### src/rtl/rng_pkg.sv
// Package: register word offsets, control/status bit positions and the
// captured configuration type shared by the random word generator.
package rng_pkg;
    localparam int REG_W      = 32;
    localparam int OFS_CTRL   = 0;
    localparam int OFS_STAT   = 4;
    localparam int OFS_DATA   = 8;
    localparam int OFS_NSRC   = 12;
    localparam int OFS_HTST   = 16;

    localparam int CB_EN      = 2;
    localparam int CB_CEDOFF  = 5;
    localparam int CB_CRST    = 30;
    localparam int CB_LOCK    = 31;

    localparam int SB_READY   = 0;
    localparam int SB_CLKNOW  = 1;
    localparam int SB_SEEDNOW = 2;
    localparam int SB_CLKEVT  = 5;
    localparam int SB_SEEDEVT = 6;

    typedef struct packed {
        logic [5:0] src_c;
        logic [3:0] div_exp;
        logic [2:0] src_b;
        logic       nist;
        logic [3:0] src_a;
        logic       ced_off;
    } rng_cfg_t;
endpackage

### src/rtl/rng_ctrl.sv
// Control, noise-control and health-test registers.
// Captures configuration only on writes with the restart bit set, runs the
// post-restart countdown and holds the lock. Assumes one-cycle write strobes.
module rng_ctrl
    import rng_pkg::*;
#(
    parameter int               COND_CYCLES = 16,
    parameter int               NSRC_W      = 18,
    parameter logic [NSRC_W-1:0] NSRC_RST   = '0,
    parameter logic [REG_W-1:0] HTST_RST    = '0
) (
    input  logic              clk,
    input  logic              rst_n,
    input  logic              ctrl_wr,
    input  logic              nsrc_wr,
    input  logic              htst_wr,
    input  logic [REG_W-1:0]  wdata,
    output logic              enable,
    output rng_cfg_t          cfg,
    output logic              cond_active,
    output logic              cfg_locked,
    output logic [REG_W-1:0]  ctrl_rdata,
    output logic [NSRC_W-1:0] nsrc_q,
    output logic [REG_W-1:0]  htst_q
);
    localparam int CNT_W = $clog2(COND_CYCLES + 1);

    logic             en_q;
    logic             crst_q;
    logic             lock_q;
    logic [CNT_W-1:0] busy_cnt;
    rng_cfg_t         cfg_q;
    rng_cfg_t         cfg_new;

    // Decode configuration fields from the write data.
    always_comb begin
        cfg_new.src_c   = wdata[25:20];
        cfg_new.div_exp = wdata[19:16];
        cfg_new.src_b   = wdata[15:13];
        cfg_new.nist    = wdata[12];
        cfg_new.src_a   = wdata[11:8];
        cfg_new.ced_off = wdata[CB_CEDOFF];
    end

    // Control register state: enable, restart window, countdown, lock.
    always_ff @(posedge clk) begin
        if (!rst_n) begin
            en_q     <= 1'b0;
            crst_q   <= 1'b0;
            lock_q   <= 1'b0;
            busy_cnt <= '0;
            cfg_q    <= '0;
        end else begin
            if (busy_cnt != '0) busy_cnt <= busy_cnt - 1'b1;
            if (ctrl_wr) begin
                en_q <= wdata[CB_EN];
                if (!lock_q) begin
                    if (wdata[CB_LOCK]) lock_q <= 1'b1;
                    if (wdata[CB_CRST]) begin
                        crst_q <= 1'b1;
                        cfg_q  <= cfg_new;
                    end else if (crst_q) begin
                        crst_q   <= 1'b0;
                        busy_cnt <= CNT_W'(COND_CYCLES);
                    end
                end
            end
        end
    end

    // Noise-control and health-test registers, frozen by the lock.
    always_ff @(posedge clk) begin
        if (!rst_n) begin
            nsrc_q <= NSRC_RST;
            htst_q <= HTST_RST;
        end else if (!lock_q) begin
            if (nsrc_wr) nsrc_q <= wdata[NSRC_W-1:0];
            if (htst_wr) htst_q <= wdata;
        end
    end

    assign enable      = en_q;
    assign cfg         = cfg_q;
    assign cfg_locked  = lock_q;
    assign cond_active = crst_q | (busy_cnt != '0);
    assign ctrl_rdata  = {lock_q, cond_active, 4'b0, cfg_q.src_c, cfg_q.div_exp,
                          cfg_q.src_b, cfg_q.nist, cfg_q.src_a, 2'b0,
                          cfg_q.ced_off, 2'b0, en_q, 2'b0};
endmodule

### src/rtl/rng_source.sv
// Behavioural entropy stand-in: a divided tick clock and a Galois shift
// register advanced by one full word every TICKS_PER_WORD ticks.
// Assumes run drops whenever generation must stop; counters restart then.
module rng_source
    import rng_pkg::*;
#(
    parameter int               DIV_W          = 4,
    parameter int               TICKS_PER_WORD = 4,
    parameter logic [REG_W-1:0] SEED           = 32'h1D2C_3B4A,
    parameter logic [REG_W-1:0] POLY           = 32'h8020_0003
) (
    input  logic             clk,
    input  logic             rst_n,
    input  logic             run,
    input  logic [DIV_W-1:0] div_exp,
    output logic             word_stb,
    output logic [REG_W-1:0] word
);
    localparam int TICK_W = 1 << DIV_W;
    localparam int SUB_W  = (TICKS_PER_WORD > 1) ? $clog2(TICKS_PER_WORD) : 1;
    localparam logic [SUB_W-1:0] SUB_LAST = SUB_W'(TICKS_PER_WORD - 1);

    logic [TICK_W-1:0] tick_cnt;
    logic [TICK_W-1:0] tick_lim;
    logic [SUB_W-1:0]  sub_cnt;
    logic [REG_W-1:0]  lfsr_q;
    logic              stb_q;
    logic              tick;

    // Step the shift register once per output bit.
    function automatic logic [REG_W-1:0] next_word(input logic [REG_W-1:0] s);
        logic [REG_W-1:0] v;
        v = s;
        for (int i = 0; i < REG_W; i++) begin
            v = v[0] ? ((v >> 1) ^ POLY) : (v >> 1);
        end
        return v;
    endfunction

    assign tick_lim = (TICK_W'(1) << div_exp) - TICK_W'(1);
    assign tick     = (tick_cnt == tick_lim);

    // Divided tick, tick-per-word counter and word production.
    always_ff @(posedge clk) begin
        if (!rst_n) begin
            tick_cnt <= '0;
            sub_cnt  <= '0;
            stb_q    <= 1'b0;
            lfsr_q   <= SEED;
        end else if (!run) begin
            tick_cnt <= '0;
            sub_cnt  <= '0;
            stb_q    <= 1'b0;
        end else begin
            stb_q <= tick && (sub_cnt == SUB_LAST);
            if (tick) begin
                tick_cnt <= '0;
                sub_cnt  <= (sub_cnt == SUB_LAST) ? '0 : sub_cnt + 1'b1;
                if (sub_cnt == SUB_LAST) lfsr_q <= next_word(lfsr_q);
            end else begin
                tick_cnt <= tick_cnt + 1'b1;
            end
        end
    end

    assign word_stb = stb_q;
    assign word     = lfsr_q;
endmodule

### src/rtl/rng_outbuf.sv
// Output stage: counts words since the last flush and presents one word
// once the pipeline has seen PIPE_WORDS words. Assumes pop only when valid.
module rng_outbuf
    import rng_pkg::*;
#(
    parameter int PIPE_WORDS = 12,
    parameter int FILL_W     = $clog2(PIPE_WORDS + 1)
) (
    input  logic              clk,
    input  logic              rst_n,
    input  logic              flush,
    input  logic              word_stb,
    input  logic [REG_W-1:0]  word,
    input  logic              pop,
    output logic              dr_valid,
    output logic [REG_W-1:0]  dr_word,
    output logic [FILL_W-1:0] fill
);
    localparam logic [FILL_W-1:0] FULL = FILL_W'(PIPE_WORDS);
    localparam logic [FILL_W-1:0] NEAR = FILL_W'(PIPE_WORDS - 1);

    logic [FILL_W-1:0] fill_q;
    logic              valid_q;
    logic [REG_W-1:0]  word_q;

    // Fill count and presented word; flush restarts the warm-up.
    always_ff @(posedge clk) begin
        if (!rst_n) begin
            fill_q  <= '0;
            valid_q <= 1'b0;
            word_q  <= '0;
        end else if (flush) begin
            fill_q  <= '0;
            valid_q <= 1'b0;
        end else begin
            if (pop) valid_q <= 1'b0;
            if (word_stb) begin
                if (fill_q != FULL) fill_q <= fill_q + 1'b1;
                if ((fill_q >= NEAR) && (!valid_q || pop)) begin
                    valid_q <= 1'b1;
                    word_q  <= word;
                end
            end
        end
    end

    assign dr_valid = valid_q;
    assign dr_word  = word_q;
    assign fill     = fill_q;
endmodule

### src/rtl/rng_errflags.sv
// Seed and clock error flags: "now" bits follow the faults, event bits are
// sticky until software writes 0 to them. Assumes fault inputs are synchronous.
module rng_errflags (
    input  logic clk,
    input  logic rst_n,
    input  logic seed_fault,
    input  logic clk_fault,
    input  logic enable,
    input  logic ced_off,
    input  logic cond_active,
    input  logic clr_seed,
    input  logic clr_clk,
    output logic seed_now,
    output logic seed_evt,
    output logic clk_now,
    output logic clk_evt
);
    // Current-state flags, released automatically when the fault goes away.
    always_ff @(posedge clk) begin
        if (!rst_n) begin
            seed_now <= 1'b0;
            clk_now  <= 1'b0;
        end else begin
            seed_now <= seed_fault & enable & ~cond_active;
            clk_now  <= clk_fault & ~ced_off;
        end
    end

    // Sticky event flags; a new fault wins over a clear in the same cycle.
    always_ff @(posedge clk) begin
        if (!rst_n) begin
            seed_evt <= 1'b0;
            clk_evt  <= 1'b0;
        end else begin
            if (seed_fault & enable)  seed_evt <= 1'b1;
            else if (clr_seed)        seed_evt <= 1'b0;
            if (clk_fault & ~ced_off) clk_evt  <= 1'b1;
            else if (clr_clk)         clk_evt  <= 1'b0;
        end
    end
endmodule

### src/rtl/rng_periph.sv
// Top level of the random word generator: address decode, read multiplex
// and the run condition that ties source, output stage and error flags.
// Assumes one-cycle bus strobes; read data is valid in the strobe cycle.
module rng_periph
    import rng_pkg::*;
#(
    parameter int ADDR_W      = 5,
    parameter int COND_CYCLES = 16,
    parameter int PIPE_WORDS  = 12,
    parameter int TICKS_WORD  = 4,
    parameter int DIV_W       = 4,
    parameter int NSRC_W      = 18
) (
    input  logic              clk,
    input  logic              rst_n,
    input  logic              bus_wr,
    input  logic              bus_rd,
    input  logic [ADDR_W-1:0] bus_addr,
    input  logic [REG_W-1:0]  bus_wdata,
    output logic [REG_W-1:0]  bus_rdata,
    input  logic              seed_fault_in,
    input  logic              clk_fault_in
);
    localparam int FILL_W = $clog2(PIPE_WORDS + 1);

    logic sel_ctrl, sel_stat, sel_data, sel_nsrc, sel_htst;
    logic ctrl_wr, stat_wr, dr_rd;
    logic enable, cond_active, cfg_locked, cfg_valid, run;
    rng_cfg_t cfg;
    logic [REG_W-1:0]  ctrl_rdata, htst_q, src_word, dr_word, stat_rdata;
    logic [NSRC_W-1:0] nsrc_q;
    logic              word_stb, dr_valid, drdy, pop;
    logic [FILL_W-1:0] fill;
    logic              seed_now, seed_evt, clk_now, clk_evt;

    // Register selects from the byte address.
    assign sel_ctrl = (bus_addr == ADDR_W'(OFS_CTRL));
    assign sel_stat = (bus_addr == ADDR_W'(OFS_STAT));
    assign sel_data = (bus_addr == ADDR_W'(OFS_DATA));
    assign sel_nsrc = (bus_addr == ADDR_W'(OFS_NSRC));
    assign sel_htst = (bus_addr == ADDR_W'(OFS_HTST));
    assign ctrl_wr  = bus_wr & sel_ctrl;
    assign stat_wr  = bus_wr & sel_stat;
    assign dr_rd    = bus_rd & sel_data;

    rng_ctrl #(
        .COND_CYCLES(COND_CYCLES),
        .NSRC_W     (NSRC_W)
    ) u_ctrl (
        .clk        (clk),
        .rst_n      (rst_n),
        .ctrl_wr    (ctrl_wr),
        .nsrc_wr    (bus_wr & sel_nsrc),
        .htst_wr    (bus_wr & sel_htst),
        .wdata      (bus_wdata),
        .enable     (enable),
        .cfg        (cfg),
        .cond_active(cond_active),
        .cfg_locked (cfg_locked),
        .ctrl_rdata (ctrl_rdata),
        .nsrc_q     (nsrc_q),
        .htst_q     (htst_q)
    );

    assign cfg_valid = (|cfg.src_a) | (|cfg.src_b) | (|cfg.src_c);
    assign run       = enable & cfg_valid & ~cond_active & ~seed_now;

    rng_source #(
        .DIV_W         (DIV_W),
        .TICKS_PER_WORD(TICKS_WORD)
    ) u_src (
        .clk     (clk),
        .rst_n   (rst_n),
        .run     (run),
        .div_exp (cfg.div_exp[DIV_W-1:0]),
        .word_stb(word_stb),
        .word    (src_word)
    );

    rng_outbuf #(
        .PIPE_WORDS(PIPE_WORDS)
    ) u_buf (
        .clk     (clk),
        .rst_n   (rst_n),
        .flush   (cond_active | seed_now),
        .word_stb(word_stb),
        .word    (src_word),
        .pop     (pop),
        .dr_valid(dr_valid),
        .dr_word (dr_word),
        .fill    (fill)
    );

    rng_errflags u_err (
        .clk        (clk),
        .rst_n      (rst_n),
        .seed_fault (seed_fault_in),
        .clk_fault  (clk_fault_in),
        .enable     (enable),
        .ced_off    (cfg.ced_off),
        .cond_active(cond_active),
        .clr_seed   (stat_wr & ~bus_wdata[SB_SEEDEVT]),
        .clr_clk    (stat_wr & ~bus_wdata[SB_CLKEVT]),
        .seed_now   (seed_now),
        .seed_evt   (seed_evt),
        .clk_now    (clk_now),
        .clk_evt    (clk_evt)
    );

    assign drdy = dr_valid & ~seed_now;
    assign pop  = dr_rd & drdy;

    // Status word assembly.
    always_comb begin
        stat_rdata             = '0;
        stat_rdata[SB_READY]   = drdy;
        stat_rdata[SB_CLKNOW]  = clk_now;
        stat_rdata[SB_SEEDNOW] = seed_now;
        stat_rdata[SB_CLKEVT]  = clk_evt;
        stat_rdata[SB_SEEDEVT] = seed_evt;
    end

    // Read data multiplexer; data reads give 0 unless a word is ready.
    always_comb begin
        bus_rdata = '0;
        if (sel_ctrl) bus_rdata = ctrl_rdata;
        if (sel_stat) bus_rdata = stat_rdata;
        if (sel_data) bus_rdata = drdy ? dr_word : '0;
        if (sel_nsrc) bus_rdata = REG_W'(nsrc_q);
        if (sel_htst) bus_rdata = htst_q;
    end
endmodule

### config.mk
export PLATFORM = sky130hd
export DESIGN_NAME = rng_periph
export DESIGN_NICKNAME = d
export VERILOG_FILES = /design/src/rtl/rng_pkg.sv /design/src/rtl/rng_ctrl.sv /design/src/rtl/rng_source.sv /design/src/rtl/rng_outbuf.sv /design/src/rtl/rng_errflags.sv /design/src/rtl/rng_periph.sv
export SDC_FILE = /design/constraint.sdc
export NUM_CORES = 1
export LEC_CHECK = 0
export BUFFER_PORTS_ARGS = -buffer_cell sky130_fd_sc_hd__buf_2
export CORE_ASPECT_RATIO = 1.4
export CORE_MARGIN = 2
export CORE_UTILIZATION = 45
export DETAILED_ROUTE_END_ITERATION = 10
export SLEW_MARGIN = 20
export SYNTH_ARGS = -nofsm -noshare
export SYNTH_HDL_FRONTEND = slang
export SYNTH_SLANG_ARGS = --single-unit
export TNS_END_PERCENT = 100
### constraint.sdc
create_clock -name clk -period 4.3 [get_ports clk]
set_input_delay 0.43 -clock clk [delete_from_list [all_inputs] [get_ports clk]]
set_output_delay 0.43 -clock clk [all_outputs]
set_load 0.02 [all_outputs]
Yosys cells after proc, flatten, opt, wreduce, memory -nomap -nowiden
Index checks and enable logic that the tools add are counted.
{"block": "totals", "out_inout_bits": 32, "mem_bits_ro": 0, "inputBits": 43, "n_memories": 0, "word_cells": 172, "mem_bits_rw": 0, "latchBits": 0, "ff_bits": 169}
{"block": "classes", "n_reduce_logical": 21, "mul": 0, "n_lt_le_gt_ge": 1, "div_mod_pow": 0, "add_sub_neg": 5, "mux": 54, "n_shift": 1, "bitwise": 60, "n_eq_ne": 7}
{"cell": "two-way mux 32 bit", "n": 38}
{"cell": "inverter 3 -> 4 bit", "n": 32}
{"cell": "two-way mux 5 bit", "n": 5}
{"cell": "adder 16 x 1 -> 16 bit, second input constant", "n": 1}
{"cell": "equality test 16 bit", "n": 1}
{"cell": "<< shifter 1 x 4 -> 16 bit, first input constant", "n": 1}
{"cell": "subtractor 16 x 2 -> 16 bit, second input constant", "n": 1}
{"cell": "bitwise AND 1 bit", "n": 15}
{"cell": "equality test 5 x 4 -> 1 bit, second input constant", "n": 2}
{"cell": "two-way mux 1 bit", "n": 10}
{"cell": "AND reduction 2 bit", "n": 5}
{"cell": "inverter 1 bit", "n": 9}
{"cell": "AND reduction 3 bit", "n": 3}
{"cell": "OR reduction 3 bit", "n": 2}
{"cell": "OR reduction 6 bit", "n": 1}
{"cell": "equality test 5 x 3 -> 1 bit, second input constant", "n": 1}
{"cell": "equality test 5 bit, second input constant", "n": 1}
{"cell": "zero test 5 bit", "n": 1}
{"cell": "nonzero test 5 bit", "n": 1}
{"cell": "subtractor 5 x 1 -> 5 bit, second input constant", "n": 1}
{"cell": "adder 4 x 1 -> 4 bit, second input constant", "n": 1}
{"cell": ">= comparator 4 bit, second input constant", "n": 1}
{"cell": "!= test 4 bit, second input constant", "n": 1}
{"cell": "OR 1 bit", "n": 4}
{"cell": "9 further kinds", "n": 11}

Longest topological paths before layout
{"block": "logic_depth", "depth_word": 64, "depth_mapped": 15, "depth_no_buf": 11}

Hierarchy
From an unflattened synthesis, not the netlist that was laid out.
{"block": "hier_totals", "hier_cells": 1103, "hier_area_um2": 9470.3}
{"mod": "rng_source", "area_each_um2": 3676.0, "instances": 1, "seq_area_each_um2": 1021.0, "cells_each": 411}
{"mod": "rng_ctrl", "area_each_um2": 3184.3, "instances": 1, "seq_area_each_um2": 1541.5, "cells_each": 372}
{"mod": "rng_outbuf", "area_each_um2": 1580.3, "instances": 1, "seq_area_each_um2": 740.7, "cells_each": 170}
{"mod": "rng_periph", "area_each_um2": 869.6, "instances": 1, "seq_area_each_um2": 0.0, "cells_each": 137}
{"mod": "rng_errflags", "area_each_um2": 160.2, "instances": 1, "seq_area_each_um2": 80.1, "cells_each": 13}

Worst setup path before layout
No wires, ideal clock.
{"block": "synth_path", "kind": "flip-flop to flip-flop", "start": "register u_ctrl.cfg_q, in the netlist u_ctrl.cfg[10]", "end": "register u_src.lfsr_q[0] (netlist: u_src.word[0])", "setup_ns": 0.070, "arrival_ns": 3.472, "setup_slack_ns": 0.758, "path_stages_with_launch": 16, "path_buffers": 4, "t_required_ns": 4.230, "cell_sequence": "dfxtp_1 -> buf_2 -> nor2_2 -> nand2_1 -> ha_1 -> clkbuf_1 -> or4b_2 -> o21ai_0 -> xnor2_1 -> o21ai_0 -> or4_1 -> buf_2 -> or2_1 -> buf_2 -> or3_1 -> a21boi_1"}
{"block": "synth_between", "elab_chain_len": 4}
{"item": "start, declared", "line": "rng_ctrl.sv:32", "rtl": "rng_cfg_t cfg_q;"}
{"item": "start signal, assigned", "line": "rng_ctrl.sv:61", "rtl": "cfg_q <= cfg_new;"}
{"item": "<< shifter 1 x 4 -> 16 bit", "line": "rng_source.sv:40", "rtl": "assign tick_lim = (TICK_W'(1) << div_exp) - TICK_W'(1);"}
{"item": "subtractor 16 x 2 -> 16 bit", "line": "rng_source.sv:40"}
{"item": "equality test 16 bit", "line": "rng_source.sv:41", "rtl": "assign tick = (tick_cnt == tick_lim);"}
{"item": "AND reduction 3 bit (no line)"}
{"item": "end signal, assigned", "line": "rng_source.sv:59", "rtl": "if (sub_cnt == SUB_LAST) lfsr_q <= next_word(lfsr_q);"}
{"item": "end, declared", "line": "rng_source.sv:26", "rtl": "logic [REG_W-1:0] lfsr_q;"}
No other way between the ends.
A chain may end at the register's enable or synchronous reset.

Worst setup path in the final report
{"block": "layout_path", "start": "register u_ctrl.cfg_q, in the netlist u_ctrl.cfg[9]", "end": "register u_src.lfsr_q[16] (netlist: u_src.word[16])"}
The elaborated chain is that of the path after synthesis.

==> reports/qor.csv <==
metric,value,unit
status,completed,
comb_power_share,6.8,%
syn_avg_cell_area,8.52,sq um
met2_wirelength,11700,microns
switching_share,24.2,%
power_frac_seq,46.3,%
final-hold-violation-count,0,
synthAdderAreaFrac,0.950,%
place.gp.congestion,0.856,
cts_buffers,17,
final_nets,1139,
cts_tree,done,
dieHeight,171,microns
grt_setup_unrepaired,false,
drt-total-wl,23200,microns
wl_met1,10200,microns
setup_viol,0,
start_util,45.5,%
clockBufferDepth,2,
required,4.63,ns
cp-start-kind,register,
drive_above_1_share,13.4,%
ant_nets,0,
fin_crit_sh,86.1,%
fill_cells,1898,
cts-resized-gates,0,
synth_compound_area_share,16.5,%
pin_count,75,
synth_top_family_by_area,simple AND/OR/NAND/NOR gates,
synth-simple-area-share,20.0,%
syn_area,8950,sq um
worstSetupEndpointType,register,
leakage,3.85,nW
synth-async-reset-ratio,0,%
max_cap_violations,0,
max_slew_margin,40.5,%
clock_latency,0.43,ns
peakVddDrop,0.280,mV
coreArea,19700,sq um
drtIter0Drc,565,
route.detailed.drc,0,
die_w,123,microns
num_vias,7197,
dp.cells,1323,
p_int,2.63,mW
worstSetupPathType,register to register,
gr-total-overflow,0,
finalCriticalPeriod,3.70,ns
synth_edf_count,0,
layout.cells.non_filler,1355,
cts_setup_buffers,0,
syn2layout_area_growth,12.8,%
htree_levels,4,
globalRouteTotalUtil,22.7,%
synthMuxAreaShare,1.23,%
synth.distinct_cells,66,
hpwl,16900,microns
holdBufCountCts,0,
hold_path.class,primary input to register,
ys_seq_elements,169,
synth_cells,1051,
synth_warnings,0,
grt_pass1_vias,6915,
seq_area_frac_synth,37.8,%
antenna_found_initial,0,
routedWlPerCell,17.1,microns
skew,0.00987,ns
clk_pin_slew,0.07,ns
crit_arrival,4.03,ns
port_buffers,74,
rows,61,
dieArea,21100,sq um
grt_pass1_wl,36900,microns
max_freq,0.270,GHz
synthFlopType,dfxtp_1,
tns,0,ns
power.density,343,nW/um^2
path_max_fanout,11,
tightest_slew,0.893,ns
met3WireLength,831,microns
p_sw,0.838,mW
cts_root_buf,clkbuf_16,
viasPerCell,5.31,
cts.sinks,169,
slew_violations,0,
syn_nets,1100,
routed.top_layer,met4,
grt_max_degree,81,
synth_xor_area_share,18.9,%
power.clock.fraction,46.9,%
first_pass_iters,10,
num_antenna_cells,0,
[worst paths after layout]
check	startpoint	end	slack, ns	depth (start not counted)
max	u_ctrl.cfg[9]$_SDFFE_PN0P_	u_src.word[16]$_SDFFE_PN0P_	0.60	12
min	bus_wdata[19]	u_ctrl.htst_q[19]$_SDFFE_PN0P_	0.24	3
min reg2reg	u_ctrl.htst_q[31]$_SDFFE_PN0P_	u_ctrl.htst_q[31]$_SDFFE_PN0P_	0.46	2
max reg2reg	u_ctrl.cfg[9]$_SDFFE_PN0P_	u_src.word[16]$_SDFFE_PN0P_	0.60	12
[worst max-delay path, cell delays in order, from the launching register on]
cell and delay (ns):
dfxtp_1 0.57, nor2_2 0.11, nand2_1 0.11, ha_1 0.32, or4b_2 0.63, o21ai_0 0.14
xnor2_1 0.17, o21ai_0 0.15, or4_1 0.55, buf_4 0.19, nor2_1 0.39, nand3b_1 0.13
o211a_1 0.15
[power groups by stage]
stage                     clock network (mW)  registers [mW]  logic [mW]
after global routing                    1.72            1.61       0.266
after detailed placement                   0            1.64       0.239
after CTS                               1.66            1.61       0.240
after floorplan                            0            1.64       0.164
after global placement                     0            1.64       0.237
final                                   1.62            1.61       0.237
[cell usage after synthesis (10+ instances only)]
cell	instances	share of area, %
a21boi_0	95	8.0
a21boi_1	11	0.92
a21oi_1	15	0.84
a221oi_1	12	1.2
a222oi_1	12	1.3
and2_1	10	0.70
clkbuf_1	57	2.4
dfxtp_1	169	38
inv_1	21	0.88
mux2i_1	11	1.2
nand2_1	263	11
nand3_1	18	1.0
nor2_1	66	2.8
nor3_1	12	0.67
o21ai_0	13	0.73
o22ai_1	14	0.98
xnor2_1	82	8.0
xnor3_1	12	3.0
xor2_1	43	4.2
[layout make-up]
cell class | count | area (sq um) | share of cell area [%]
flip-flops and latches | 169 | 3380 | 33.5
repair buffers | 93 | 515 | 5.11
well taps | 252 | 315 | 3.12
clock inverters | 14 | 186 | 1.85
multi-input cells | 787 | 5170 | 51.3
clock buffers | 18 | 439 | 4.35
inverters | 22 | 82.6 | 0.818
[flip-flops by register name, indices dropped and copies added (netlist names)]
register and count:
u_src.word 32, u_ctrl.crst_q 1, u_err.clk_now 1, u_src.word_stb 1, u_src.sub_cnt 2, u_buf.dr_valid 1, u_buf.fill 4, u_ctrl.htst_q 32
u_ctrl.enable 1, u_err.seed_evt 1, u_err.clk_evt 1, u_ctrl.cfg 19, u_ctrl.busy_cnt 5, u_ctrl.nsrc_q 18, u_ctrl.cfg_locked 1, u_src.tick_cnt 16
u_err.seed_now 1, u_buf.dr_word 32
[kinds of logic after synthesis]
group | after synthesis
compound gates | 199
fa+ha+maj | 7
mux | 11
xor+xnor | 151
buf+inv | 95
flops | 169
simple gates | 419
[stage by stage]
| step | setup WS (ns) | util [%] | cell area [sq um] | power (mW) | hold slack, ns |
|---|---|---|---|---|---|
| 2_1_floorplan | 0.758 | - | 8950 | 1.80 | 0.423 |
| 3_3_place_gp | 0.737 | 48.1 | 9470 | 1.88 | 0.440 |
| 3_5_place_dp | 0.620 | 48.1 | 9470 | 1.88 | 0.449 |
| 4_1_cts | 0.591 | 51.3 | 10100 | 3.50 | 0.229 |
| 5_1_grt | 0.271 | 51.3 | 10100 | 3.59 | 0.236 |
| 6_report | 0.596 | 51.3 | 10100 | 3.47 | 0.240 |
[layer usage]
metal	global-route usage [%]	vias up
li1	-	3582
met1	29.0	3427
met2	38.7	154
met3	3.60	34
met4	7.86	0
met5	0	-
[layout by cell type, fill, tap and decap left out, types with 9 or more instances in the layout]
cell	Yosys	layout
nand2_1	263	263
a21boi_1	11	11
xnor2_1	82	82
xor2_1	43	43
xnor3_1	12	12
and2_1	10	10
dfxtp_1	169	169
o21ai_0	13	13
mux2i_1	11	11
nor3_1	12	11
nor2_1	66	65
nand3_1	18	18
buf_4	1	20
a221oi_1	12	12
a21oi_1	15	15
nor2b_1	9	9
buf_2	8	73
a222oi_1	12	12
o22ai_1	14	14
inv_1	21	21
clkbuf_16	0	17
a21boi_0	95	95
No activity file was read; power rests on OpenSTA's default activity.
